<file path="config.mk">
export PLATFORM = sky130hd
export DESIGN_NAME = sinc4_decimator
export DESIGN_NICKNAME = d
export VERILOG_FILES = /design/src/rtl/sinc4_pkg.sv /design/src/rtl/sinc4_strobe_gen.sv /design/src/rtl/sinc4_integrators.sv /design/src/rtl/sinc4_combs.sv /design/src/rtl/sinc4_decim_ctrl.sv /design/src/rtl/sinc4_decimator.sv
export SDC_FILE = /design/constraint.sdc
export NUM_CORES = 1
export LEC_CHECK = 0
export ABC_CLOCK_PERIOD_IN_PS = 21500
export BUFFER_PORTS_ARGS = -buffer_cell sky130_fd_sc_hd__buf_2
export CORE_MARGIN = 10
export CORE_UTILIZATION = 55
export DETAILED_ROUTE_END_ITERATION = 7
export GPL_TIMING_DRIVEN = 0
export PLACE_DENSITY = 0.73
export SKIP_CTS_REPAIR_TIMING = 1
export SLEW_MARGIN = 40
export SYNTH_ARGS = -nofsm -noshare
export SYNTH_HDL_FRONTEND = slang
export SYNTH_SLANG_ARGS = --single-unit
</file>
<file path="constraint.sdc">
create_clock -name clk -period 21.5 [get_ports clk]
set_input_delay 0 -clock clk [delete_from_list [all_inputs] [get_ports clk]]
set_output_delay 0 -clock clk [all_outputs]
set_load 0.005 [all_outputs]
</file>
<file path="src/rtl/sinc4_pkg.sv">
package sinc4_pkg;
  localparam int ORDER          = 4;
  localparam int RATE_STEP_LOG2 = 3;                  // fast ratio = slow / 8
  localparam int FAST_GAIN_SH   = ORDER * RATE_STEP_LOG2;

  typedef enum logic {RATE_SLOW = 1'b0, RATE_FAST = 1'b1} rate_e;

  function automatic int acc_width(input int ratio);
    return ORDER * $clog2(ratio) + 2;
  endfunction

  // one modulator bit as a two-bit signed step: 1 -> +1, 0 -> -1
  function automatic logic signed [1:0] bit_to_step(input logic b);
    return b ? 2'sb01 : 2'sb11;
  endfunction
endpackage

</file>
<file path="src/rtl/sinc4_strobe_gen.sv">
module sinc4_strobe_gen #(
  parameter int CLK_DIV = 64
) (
  input  logic clk,
  input  logic rst,
  output logic stb
);
  localparam int DIV_W = (CLK_DIV > 1) ? $clog2(CLK_DIV) : 1;
  localparam logic [DIV_W-1:0] LAST = DIV_W'(CLK_DIV - 1);

  logic [DIV_W-1:0] div_q;

  always_ff @(posedge clk) begin
    if (rst) begin
      div_q <= '0;
      stb   <= 1'b0;
    end else if (div_q == LAST) begin
      div_q <= '0;
      stb   <= 1'b1;
    end else begin
      div_q <= div_q + 1'b1;
      stb   <= 1'b0;
    end
  end

  // checker: clocks elapsed since the previous strobe
  logic [DIV_W:0] since_q;
  logic           seen_q;
  always_ff @(posedge clk) begin
    if (rst) begin
      since_q <= '0;
      seen_q  <= 1'b0;
    end else if (stb) begin
      since_q <= '0;
      seen_q  <= 1'b1;
    end else begin
      since_q <= since_q + 1'b1;
    end
  end

  a_r1_strobe_gap: assert property (@(posedge clk) disable iff (rst)
    (stb && seen_q) |-> (since_q == (DIV_W+1)'(CLK_DIV - 1)));
endmodule

</file>
<file path="src/rtl/sinc4_integrators.sv">
module sinc4_integrators
  import sinc4_pkg::*;
#(
  parameter int ACC_W = 54
) (
  input  logic                    clk,
  input  logic                    clr,
  input  logic                    en,
  input  logic                    bit_in,
  output logic signed [ACC_W-1:0] acc_out
);
  logic signed [ACC_W-1:0] acc [ORDER];
  logic signed [1:0]       step;
  logic signed [ACC_W-1:0] step_ext;

  always_comb begin
    step     = bit_to_step(bit_in);
    step_ext = {{(ACC_W-2){step[1]}}, step};
  end

  // wraparound accumulation; the final difference stays exact modulo 2^ACC_W
  always_ff @(posedge clk) begin
    if (clr) begin
      for (int k = 0; k < ORDER; k++) acc[k] <= '0;
    end else if (en) begin
      acc[0] <= acc[0] + step_ext;
      for (int k = 1; k < ORDER; k++) acc[k] <= acc[k] + acc[k-1];
    end
  end

  assign acc_out = acc[ORDER-1];
endmodule

</file>
<file path="src/rtl/sinc4_combs.sv">
module sinc4_combs
  import sinc4_pkg::*;
#(
  parameter int ACC_W = 54
) (
  input  logic                    clk,
  input  logic                    clr,
  input  logic                    dec_stb,
  input  logic signed [ACC_W-1:0] x_in,
  output logic signed [ACC_W-1:0] y_next
);
  logic signed [ACC_W-1:0] hist [ORDER];
  logic signed [ACC_W-1:0] diff [ORDER];

  generate
    for (genvar k = 0; k < ORDER; k++) begin : g_stage
      if (k == 0) begin : g_first
        assign diff[k] = x_in - hist[k];
      end else begin : g_rest
        assign diff[k] = diff[k-1] - hist[k];
      end
    end
  endgenerate

  always_ff @(posedge clk) begin
    if (clr) begin
      for (int k = 0; k < ORDER; k++) hist[k] <= '0;
    end else if (dec_stb) begin
      hist[0] <= x_in;
      for (int k = 1; k < ORDER; k++) hist[k] <= diff[k-1];
    end
  end

  assign y_next = diff[ORDER-1];
endmodule

</file>
<file path="src/rtl/sinc4_decim_ctrl.sv">
module sinc4_decim_ctrl
  import sinc4_pkg::*;
#(
  parameter int RATIO_LOW = 7680
) (
  input  logic clk,
  input  logic rst,
  input  logic clr,
  input  logic en,
  input  logic fast,
  output logic dec_stb,
  output logic settled
);
  localparam int RATIO_HIGH = RATIO_LOW >> RATE_STEP_LOG2;
  localparam int CNT_W      = $clog2(RATIO_LOW);
  localparam int SET_W      = $clog2(ORDER + 1);

  logic [CNT_W-1:0] cnt_q;
  logic [CNT_W-1:0] last_cnt;
  logic [SET_W-1:0] settle_q;

  assign last_cnt = fast ? CNT_W'(RATIO_HIGH - 1) : CNT_W'(RATIO_LOW - 1);
  assign dec_stb  = en && !clr && (cnt_q == last_cnt);
  assign settled  = (settle_q == SET_W'(ORDER));

  always_ff @(posedge clk) begin
    if (clr) begin
      cnt_q    <= '0;
      settle_q <= '0;
    end else if (en) begin
      cnt_q <= (cnt_q == last_cnt) ? '0 : cnt_q + 1'b1;
      if (dec_stb && !settled) settle_q <= settle_q + 1'b1;
    end
  end

  // checker: strobes counted between decimation instants
  logic [CNT_W:0] en_since_q;
  logic           dec_seen_q;
  always_ff @(posedge clk) begin
    if (clr) begin
      en_since_q <= '0;
      dec_seen_q <= 1'b0;
    end else if (dec_stb) begin
      en_since_q <= '0;
      dec_seen_q <= 1'b1;
    end else if (en) begin
      en_since_q <= en_since_q + 1'b1;
    end
  end

  a_r4_decim_spacing: assert property (@(posedge clk) disable iff (rst)
    (dec_stb && dec_seen_q) |->
      (en_since_q == (fast ? (CNT_W+1)'(RATIO_HIGH - 1) : (CNT_W+1)'(RATIO_LOW - 1))));
endmodule

</file>
<file path="src/rtl/sinc4_decimator.sv">
module sinc4_decimator
  import sinc4_pkg::*;
#(
  parameter int CLK_DIV   = 64,
  parameter int RATIO_LOW = 7680,
  parameter int OUT_W     = 24
) (
  input  logic                    clk,
  input  logic                    rst,
  input  logic                    rate_sel,
  input  logic                    mod_bit,
  output logic                    mod_stb,
  output logic signed [OUT_W-1:0] out_word,
  output logic                    out_valid
);
  localparam int    ACC_W   = acc_width(RATIO_LOW);
  localparam int    TRUNC   = ACC_W - OUT_W;
  localparam longint FS_CODE = (longint'(RATIO_LOW) ** 4) >>> TRUNC;

  rate_e rate_q;
  logic  rate_changed;
  logic  clr;
  logic  fast;
  logic  dec_stb;
  logic  settled;
  logic signed [ACC_W-1:0] integ_out;
  logic signed [ACC_W-1:0] comb_out;

  // align fast-mode gain to slow mode, keep top bits (floor)
  function automatic logic signed [OUT_W-1:0] fold_to_word(
      input logic signed [ACC_W-1:0] v, input logic f);
    logic signed [ACC_W-1:0] a;
    a = f ? (v <<< FAST_GAIN_SH) : v;
    return a[ACC_W-1 -: OUT_W];
  endfunction

  assign rate_changed = (rate_e'(rate_sel) != rate_q);
  assign clr          = rst || rate_changed;
  assign fast         = (rate_q == RATE_FAST);

  always_ff @(posedge clk) begin
    if (rst) rate_q <= rate_e'(rate_sel);
    else     rate_q <= rate_e'(rate_sel);
  end

  sinc4_strobe_gen #(.CLK_DIV(CLK_DIV)) u_stb (
    .clk (clk),
    .rst (rst),
    .stb (mod_stb)
  );

  sinc4_integrators #(.ACC_W(ACC_W)) u_integ (
    .clk     (clk),
    .clr     (clr),
    .en      (mod_stb),
    .bit_in  (mod_bit),
    .acc_out (integ_out)
  );

  sinc4_decim_ctrl #(.RATIO_LOW(RATIO_LOW)) u_ctrl (
    .clk     (clk),
    .rst     (rst),
    .clr     (clr),
    .en      (mod_stb),
    .fast    (fast),
    .dec_stb (dec_stb),
    .settled (settled)
  );

  sinc4_combs #(.ACC_W(ACC_W)) u_comb (
    .clk     (clk),
    .clr     (clr),
    .dec_stb (dec_stb),
    .x_in    (integ_out),
    .y_next  (comb_out)
  );

  always_ff @(posedge clk) begin
    if (clr) begin
      out_word  <= '0;
      out_valid <= 1'b0;
    end else begin
      out_valid <= dec_stb && settled;
      if (dec_stb && settled) out_word <= fold_to_word(comb_out, fast);
    end
  end

  a_r5_valid_pulse: assert property (@(posedge clk) disable iff (rst)
    out_valid |=> !out_valid);

  a_r6_no_valid_after_clear: assert property (@(posedge clk) disable iff (rst)
    clr |=> !out_valid);

  a_r7_integrators_cleared: assert property (@(posedge clk) disable iff (rst)
    rate_changed |=> (u_integ.acc[0] == '0 && u_integ.acc[ORDER-1] == '0));

  a_r9_within_full_scale: assert property (@(posedge clk) disable iff (rst)
    out_valid |-> (longint'(out_word) <= FS_CODE && longint'(out_word) >= -FS_CODE));
endmodule

</file>
==> results of run 1 <==
## metrics by stage
stage	worst slack (ns)	utilization (%)	power (mW)	instance area (um2)
after floorplan	12.74	-	3.79	38700
after global placement	9.48	57.2	4.47	40000
after detailed placement	11.00	57.6	4.51	40300
after CTS	10.95	60.5	5.54	42300
after global routing	10.06	60.5	6.00	42300
final	10.83	60.5	5.55	42300
## flip-flops by register name, indices dropped and copies added, names as in the netlist
register and flops:
u_ctrl.cnt_q 13, u_stb.div_q 6, out_word 24, u_integ.acc 216
out_valid 1, u_ctrl.settle_q 3, u_stb.stb 1, u_comb.hist 216
fast 1
## routing by layer
metal / GRT usage (%) / share of wire [%] / vias to the layer above
met4: 6.46 / 2.9 / 0
met2: 34.3 / 47 / 466
met3: 2.35 / 3.5 / 151
met5: 0 / 0 / -
li1: - / - / 15533
met1: 24.7 / 46 / 13515
## power by group through the flow
| stage | clock (mW) | combinational (mW) | sequential (mW) |
|---|---|---|---|
| CTS | 1.02 | 3.41 | 1.10 |
| floorplan | 0 | 2.67 | 1.12 |
| global route | 1.06 | 3.84 | 1.11 |
| finish | 1.01 | 3.44 | 1.10 |
| global placement | 0 | 3.33 | 1.14 |
| detailed placement | 0 | 3.39 | 1.12 |
## critical path: cells and delay by family, from the launching register on
kind                     cells  cell delay [ns]
AO/OA/AOI/OAI               26             5.91
AND/OR/NAND/NOR              7             1.49
buffers and inverters        3             0.27
flip-flops                   1             0.42
adder cells (fa/ha/maj)      5             1.44
XOR/XNOR                     5             0.98
## cells in the mapped netlist, types with 56 or more instances
| cell type | count |
|---|---|
| clkbuf_1 | 102 |
| and3_1 | 121 |
| ha_1 | 426 |
| xor2_1 | 160 |
| and2_1 | 156 |
| nand2_1 | 200 |
| nand2b_1 | 56 |
| o21ai_0 | 203 |
| a21oi_1 | 363 |
| inv_1 | 319 |
| nor2b_1 | 59 |
| nor3_1 | 59 |
| a21o_1 | 263 |
| nand3_1 | 83 |
| nor2_1 | 374 |
| xnor2_1 | 212 |
| edfxtp_1 | 432 |
| o21bai_1 | 59 |
## final cells by class
cell class	count	area [um2]	share of cell area (%)
Clock inverter	39	490	1.16
Multi-Input combinational cell	3279	23100	54.7
Buffer	106	417	0.985
Clock buffer	63	1480	3.49
Inverter	319	1200	2.84
Sequential cell	481	14000	33.0
Timing Repair Buffer	45	443	1.05
Tap cell	940	1180	2.78
## how the worst max path moves through the flow
stage / startpoint / depth (start not counted) / to
3_5_place_dp: u_integ.acc[3][0] / 46 / out_word[23]
6_report: u_integ.acc[3][0] / 46 / out_word[23]
5_1_grt: u_integ.acc[3][0] / 47 / out_word[23]
2_1_floorplan: u_integ.acc[3][4] / 47 / out_word[23]
4_1_cts: u_integ.acc[3][0] / 46 / out_word[23]
3_3_place_gp: fast / 7 / u_comb.hist[0][48]
## cells by family (layout without fill, tap and decap cells)
| group | count (synthesis) | in the layout |
|---|---|---|
| mux | 10 | 10 |
| buf+inv | 425 | 572 |
| simple gates | 1227 | 1227 |
| compound gates | 1236 | 1236 |
| xor+xnor | 373 | 373 |
| fa+ha+maj | 433 | 433 |
| flops | 481 | 481 |
==> results.rst, run 1 <==
.. list-table::
   :header-rows: 1

   * - Metric
     - Value
   * - Number of levels in the clock H-tree
     - 2
   * - Synthesis warning total
     - 0
   * - Die outline area
     - 81300 um2
   * - Post-Synth Simple-Gate Area
     - 15.8%
   * - Syn nets
     - 4622
   * - Clock tree from TritonCTS
     - yes
   * - Leading cell types by total area after synthesis
     - edfxtp_1 34%, ha_1 14%, a21o_1 5.1%
   * - Final worst path period need
     - 10.67 ns
   * - Tightest slew margin relative to the limit
     - 43.0%
   * - CP Capture Type
     - flop
   * - Result of the run
     - completed
   * - Overall die height
     - 285 um
   * - Worst r2r dst
     - out_word[23]
   * - Final Hold Viols
     - 0
   * - Worst min-delay path category
     - in -> reg
   * - Setup repair after global routing missed its margin
     - no
   * - Number of primary I/O pins
     - 30
   * - Lkg Pwr
     - 18.9 nW
   * - Port bufs
     - 29
   * - Fill cell instance count of the final layout
     - 5987
   * - Synthesized area divided by synthesized cell count
     - 9.24 um2
   * - Avg Vias per Cell
     - 5.63
   * - Net Sw Frac
     - 44.1%
   * - Crit share post-route
     - 49.6%
   * - Largest net degree at the start of global routing
     - 46
   * - # placed instances
     - 5167
   * - Yosys cell types
     - 92
   * - Most used flip-flop cell after synthesis
     - edfxtp_1
   * - Routed vias
     - 29665
   * - Kind of critical path
     - reg -> reg
   * - DRC violations left
     - 0
   * - Global-route wire length before repair
     - 135000 um
   * - Initial DRT Pass Iterations
     - 8
   * - Std-Cell Core Area
     - 69900 um2
   * - FF-to-FF setup slack
     - 10.83 ns
   * - Area share of fa/ha/maj cells after synthesis
     - 14.1%
   * - Standard-cell rows
     - 97
   * - Net switching power of the design
     - 2.45 mW
   * - CTS sink count
     - 481
   * - #FFs+latches synth
     - 481
   * - Setup violators final
     - 0
   * - Synthesized instance count
     - 4185
   * - Multiplexer area fraction after synthesis
     - 0.259%
   * - Max-capacitance violation count
     - 0
   * - Number of buffers inserted during clock tree synthesis
     - 54
   * - Clock insertion delay at the later pin of the skew report
     - 0.63 ns
   * - Peak per-stage delay on the critical path
     - 0.60 ns
   * - Portion of synthesized cell area occupied by the leading cell type
     - 33.5%
   * - Internal Power
     - 3.10 mW
   * - Combinational share of power
     - 62.0%
   * - Remaining global-route overflow
     - 0
   * - Clock slew seen by the registers of the worst setup and hold paths
     - 0.06 ns
   * - Cell Pwr Density
     - 131 nW/um2
   * - Antenna Diode Count
     - 0
   * - Most frequent cells in the layout
     - 432 x edfxtp_1, 426 x ha_1, 374 x nor2_1, 363 x a21oi_1, 318 x inv_1
   * - Flop pwr share
     - 19.8%
   * - Effective utilization at floorplan
     - 55.3%
   * - Cell count of the worst reg-to-reg path
     - 46
   * - Half-perimeter wire length after placement
     - 64600 um
   * - Share of power burned in the clock network
     - 18.1%
   * - FFs w/ async S/R, synth
     - 0%
   * - Total negative setup slack
     - 0 ns
   * - Hold Path Stages
     - 2
   * - Clock skew
     - 0.0321 ns
   * - Share of post-route cells with drive strength above 1
     - 4.59%
   * - Crit path arrival time
     - 11.16 ns
   * - Buffer cell driving the clock tree root
     - clkbuf_16
   * - Area overhead of the layout relative to synthesis
     - 9.34%
   * - Crit path max fanout
     - 6
   * - Drt wl/cell
     - 15.5 um
   * - Final wirelength
     - 81700 um
   * - Violation count after the first detailed-routing iteration
     - 1404
   * - Total routing usage reported by global routing
     - 19.6%
   * - Cell repeated most along the worst path
     - a21oi_1
   * - Count of pins over their slew limit
     - 0
   * - Proportion of synthesized chip area in sequential cells
     - 36.1%
   * - Startpoint type of the worst setup path
     - flop
   * - Library cell with the largest summed area after synthesis
     - edfxtp_1
   * - Max Clk Rate
     - 0.0937 GHz
   * - Post-synthesis compound-gate area fraction
     - 21.1%
   * - Launching point of the worst reg2reg path
     - u_integ.acc[3][0]
   * - Xor/xnor cell area share of the yosys netlist
     - 8.48%
   * - Number of global-route vias before repair
     - 28140
   * - Number of nets in the layout
     - 4723
   * - Clk buf depth
     - 3
   * - Number of antenna-violating nets in the routed design
     - 0
   * - Initial antenna violation count
     - 1
   * - Die Span X
     - 285 um
   * - Worst vdd rail ir drop
     - 0.129 mV
   * - Number of enable flip-flop cells after synthesis
     - 432
   * - Largest family of logic cells by synthesized area
     - compound AO/OA/AOI/OAI gates
   * - Critical Path RT
     - 21.99 ns
   * - Slew @ Worst Pin
     - 0.855 ns
   * - Most common library cell in the layout ignoring fill and taps
     - edfxtp_1
   * - Area of the mapped netlist
     - 38700 um2
   * - CP max-delay cell
     - a31oi_1
   * - Filler-free cell count of the finished design
     - 5272
   * - End point of the most critical hold path
     - fast
   * - Placer Congestion
     - 0.903
   * - Hold slack
     - 0.0479 ns
   * - Hold path startpoint
     - rate_sel
(Power assumes the default switching activity.)
==> inputs of run 2 (changes only) <==
--- a/config.mk
+++ b/config.mk
@@ -5,7 +5,7 @@
 export SDC_FILE = /design/constraint.sdc
 export NUM_CORES = 1
 export LEC_CHECK = 0
-export ABC_CLOCK_PERIOD_IN_PS = 21500
+export ABC_CLOCK_PERIOD_IN_PS = 11000
 export BUFFER_PORTS_ARGS = -buffer_cell sky130_fd_sc_hd__buf_2
 export CORE_MARGIN = 10
 export CORE_UTILIZATION = 55
==> constraint.sdc (replaced) <==
create_clock -name clk -period 11 [get_ports clk]
set_input_delay 0 -clock clk [delete_from_list [all_inputs] [get_ports clk]]
set_output_delay 0 -clock clk [all_outputs]
set_load 0.005 [all_outputs]
==> results.rst, run 2 (same netlist as run 1, synthesis figures left out) <==
.. list-table::
   :header-rows: 1

   * - Metric
     - Value
   * - Largest net degree at the start of global routing
     - 46 (unchanged)
   * - Setup repair after global routing missed its margin
     - no (unchanged)
   * - Area overhead of the layout relative to synthesis
     - 9.48% (was 9.34%)
   * - Remaining global-route overflow
     - 0 (unchanged)
   * - Internal Power
     - 6.09 mW (was 3.10 mW)
   * - Placement Setup Slack
     - 0.500 ns (was 11.00 ns)
   * - Share of post-route cells with drive strength above 1
     - 4.75% (was 4.59%)
   * - Worst Setup Slack, final
     - 0.794 ns (was 10.83 ns)
   * - Max Clk Rate
     - 0.0980 GHz (was 0.0937 GHz)
   * - Peak per-stage delay on the critical path
     - 0.42 ns (was 0.60 ns)
   * - Effective utilization at floorplan
     - 55.3% (unchanged)
   * - Startpoint type of the worst setup path
     - flop (unchanged)
   * - Combinational share of power
     - 62.2% (was 62.0%)
   * - Clock skew
     - 0.0315 ns (was 0.0321 ns)
   * - Port bufs
     - 29 (unchanged)
   * - CTS sink count
     - 481 (unchanged)
   * - Slew @ Worst Pin
     - 0.849 ns (was 0.855 ns)
   * - Buffer cell driving the clock tree root
     - clkbuf_16 (unchanged)
   * - Total routing usage reported by global routing
     - 19.6% (unchanged)
   * - Area taken by flip-flops and latches
     - 14000 um2 (unchanged)
   * - Number of global-route vias before repair
     - 28140 (unchanged)
   * - Max-capacitance violation count
     - 0 (unchanged)
   * - Cell repeated most along the worst path
     - a21oi_1 (unchanged)
   * - Initial DRT Pass Iterations
     - 5 (was 8)
   * - Lkg Pwr
     - 19.0 nW (was 18.9 nW)
   * - Share of power burned in the clock network
     - 18.0% (was 18.1%)
   * - Worst min-delay path category
     - in -> reg (unchanged)
   * - Final Hold Viols
     - 0 (unchanged)
   * - Clk buf depth
     - 3 (unchanged)
   * - Result of the run
     - completed (unchanged)
   * - # placed instances
     - 5167 (unchanged)
   * - Most frequent cells in the layout
     - 432 x edfxtp_1, 426 x ha_1, 374 x nor2_1, 363 x a21oi_1, 318 x inv_1 (unchanged)
   * - Setup violators final
     - 0 (unchanged)
   * - Tightest slew margin relative to the limit
     - 43.4% (was 43.0%)
   * - Global-route wire length before repair
     - 135000 um (unchanged)
   * - Number of primary I/O pins
     - 30 (unchanged)
   * - Placer Congestion
     - 0.903 (unchanged)
   * - Number of antenna-violating nets in the routed design
     - 0 (unchanged)
   * - Kind of critical path
     - reg -> reg (unchanged)
   * - Avg Vias per Cell
     - 5.63 (about the same)
   * - Net switching power of the design
     - 4.80 mW (was 2.45 mW)
   * - Crit path arrival time
     - 10.72 ns (was 11.16 ns)
   * - Routed vias
     - 29692 (was 29665)
   * - Violation count after the first detailed-routing iteration
     - 1395 (was 1404)
   * - Overall die height
     - 285 um (unchanged)
   * - Die outline area
     - 81300 um2 (unchanged)
   * - CP max-delay cell
     - edfxtp_1 (was a31oi_1)
   * - Flop pwr share
     - 19.8% (about the same)
   * - Count of pins over their slew limit
     - 0 (unchanged)
   * - Placement Cell Area
     - 40300 um2 (unchanged)
   * - Cell Pwr Density
     - 257 nW/um2 (was 131 nW/um2)
   * - Final wirelength
     - 81800 um (was 81700 um)
   * - Critical Path RT
     - 11.51 ns (was 21.99 ns)
   * - Fill cell instance count of the final layout
     - 5976 (was 5987)
   * - Clock tree from TritonCTS
     - yes (unchanged)
   * - Standard-cell rows
     - 97 (unchanged)
   * - Final worst path period need
     - 10.21 ns (was 10.67 ns)
   * - Count of buffering cells on the critical path with inverters included
     - 3 (unchanged)
   * - Die Span X
     - 285 um (unchanged)
   * - DRC violations left
     - 0 (unchanged)
   * - Filler-free cell count of the finished design
     - 5275 (was 5272)
   * - Crit share post-route
     - 92.8% (was 49.6%)
   * - Number of levels in the clock H-tree
     - 2 (unchanged)
   * - Largest regs
     - u_comb.hist: 216 flops, u_integ.acc: 216 flops, out_word: 24 flops (unchanged)
   * - Final instance area
     - 42300 um2 (about the same)
   * - Clock slew seen by the registers of the worst setup and hold paths
     - 0.06 ns (about the same)
   * - Number of buffers inserted during clock tree synthesis
     - 54 (unchanged)
   * - Share of the core filled with cells in the final layout
     - 60.6% (was 60.5%)
   * - Number of nets in the layout
     - 4725 (was 4723)
   * - Net Sw Frac
     - 44.1% (about the same)
   * - Drt wl/cell
     - 15.5 um (about the same)
   * - Clock insertion delay at the later pin of the skew report
     - 0.63 ns (about the same)
   * - Std-Cell Core Area
     - 69900 um2 (unchanged)
   * - Initial antenna violation count
     - 1 (unchanged)
   * - Crit path max fanout
     - 6 (unchanged)
   * - CP delay by family, top
     - compound AO/OA/AOI/OAI gates (unchanged)
   * - Combined area of the multi-input logic cells
     - 23200 um2 (was 23100 um2)
   * - CP Capture Type
     - flop (unchanged)
   * - Most common library cell in the layout ignoring fill and taps
     - edfxtp_1 (unchanged)
   * - Worst vdd rail ir drop
     - 0.253 mV (was 0.129 mV)
   * - Half-perimeter wire length after placement
     - 64600 um (unchanged)
run 2: cell types whose count changed in the layout (fill, tap and decap cells not counted):
cell / change
a31oi_1: -2
a31oi_2: +2
buf_4: +2
o21ai_1: -2
o21ai_2: +2
diode_2: +1
o31ai_2: -1
o31ai_4: +1
xnor2_1: -1
xnor2_2: +1
run 2: worst reg2reg max path, delay by kind of cell (launching register included):
kind                     cells  cell delay, ns
flip-flops                   1            0.42
AND/OR/NAND/NOR              8            1.61
adder cells (fa/ha/maj)      5            1.58
XOR/XNOR                     4            0.75
AO/OA/AOI/OAI               27            5.50
buffers and inverters        3            0.26
run 2: cell type report:
cell class,count,share of cell area (%)
diodes,1,0.00591
plain buffers,106,0.984
clock buffers,63,3.49
clock inverters,39,1.16
inverters,319,2.83
multi-input cells,3279,54.7
flip-flops and latches,481,32.9
well taps,940,2.78
repair buffers,47,1.08
run 2: power by group through the flow:
stage / registers (mW) / clock network (mW) / logic (mW)
final: 2.15 / 1.96 / 6.78
after global routing: 2.16 / 2.07 / 7.55
after CTS: 2.15 / 2.00 / 6.67
after detailed placement: 2.19 / 0 / 6.63
after global placement: 2.22 / 0 / 6.52
after floorplan: 2.19 / 0 / 5.22
run 2: metrics by stage:
step	total power [mW]	setup TNS [ns]	hold WS [ns]
floorplan	7.41	0	0.0277
global placement	8.74	-221.73	0.130
detailed placement	8.82	0	0.137
CTS	10.8	0	-0.526
global route	11.8	0	0.0392
finish	10.9	0	0.0473
run 2: path summary, 6_finish.rpt:
kind | from | end | slack, ns | depth (start not counted)
max | u_integ.acc[3][0] | out_word[21] | 0.79 | 47
min reg2reg | u_stb.div_q[0] | u_stb.div_q[0] | 0.45 | 1
max reg2reg | u_integ.acc[3][0] | out_word[21] | 0.79 | 47
min | rate_sel | fast | 0.05 | 2
run 2: per-layer routing:
metal | GRT usage, % | up-vias | wire length, um
li1 | - | 15539 | -
met2 | 34.3 | 498 | 38500
met4 | 6.46 | 0 | 2440
met3 | 2.35 | 146 | 3040
met5 | 0 | - | 0
met1 | 24.7 | 13509 | 37800
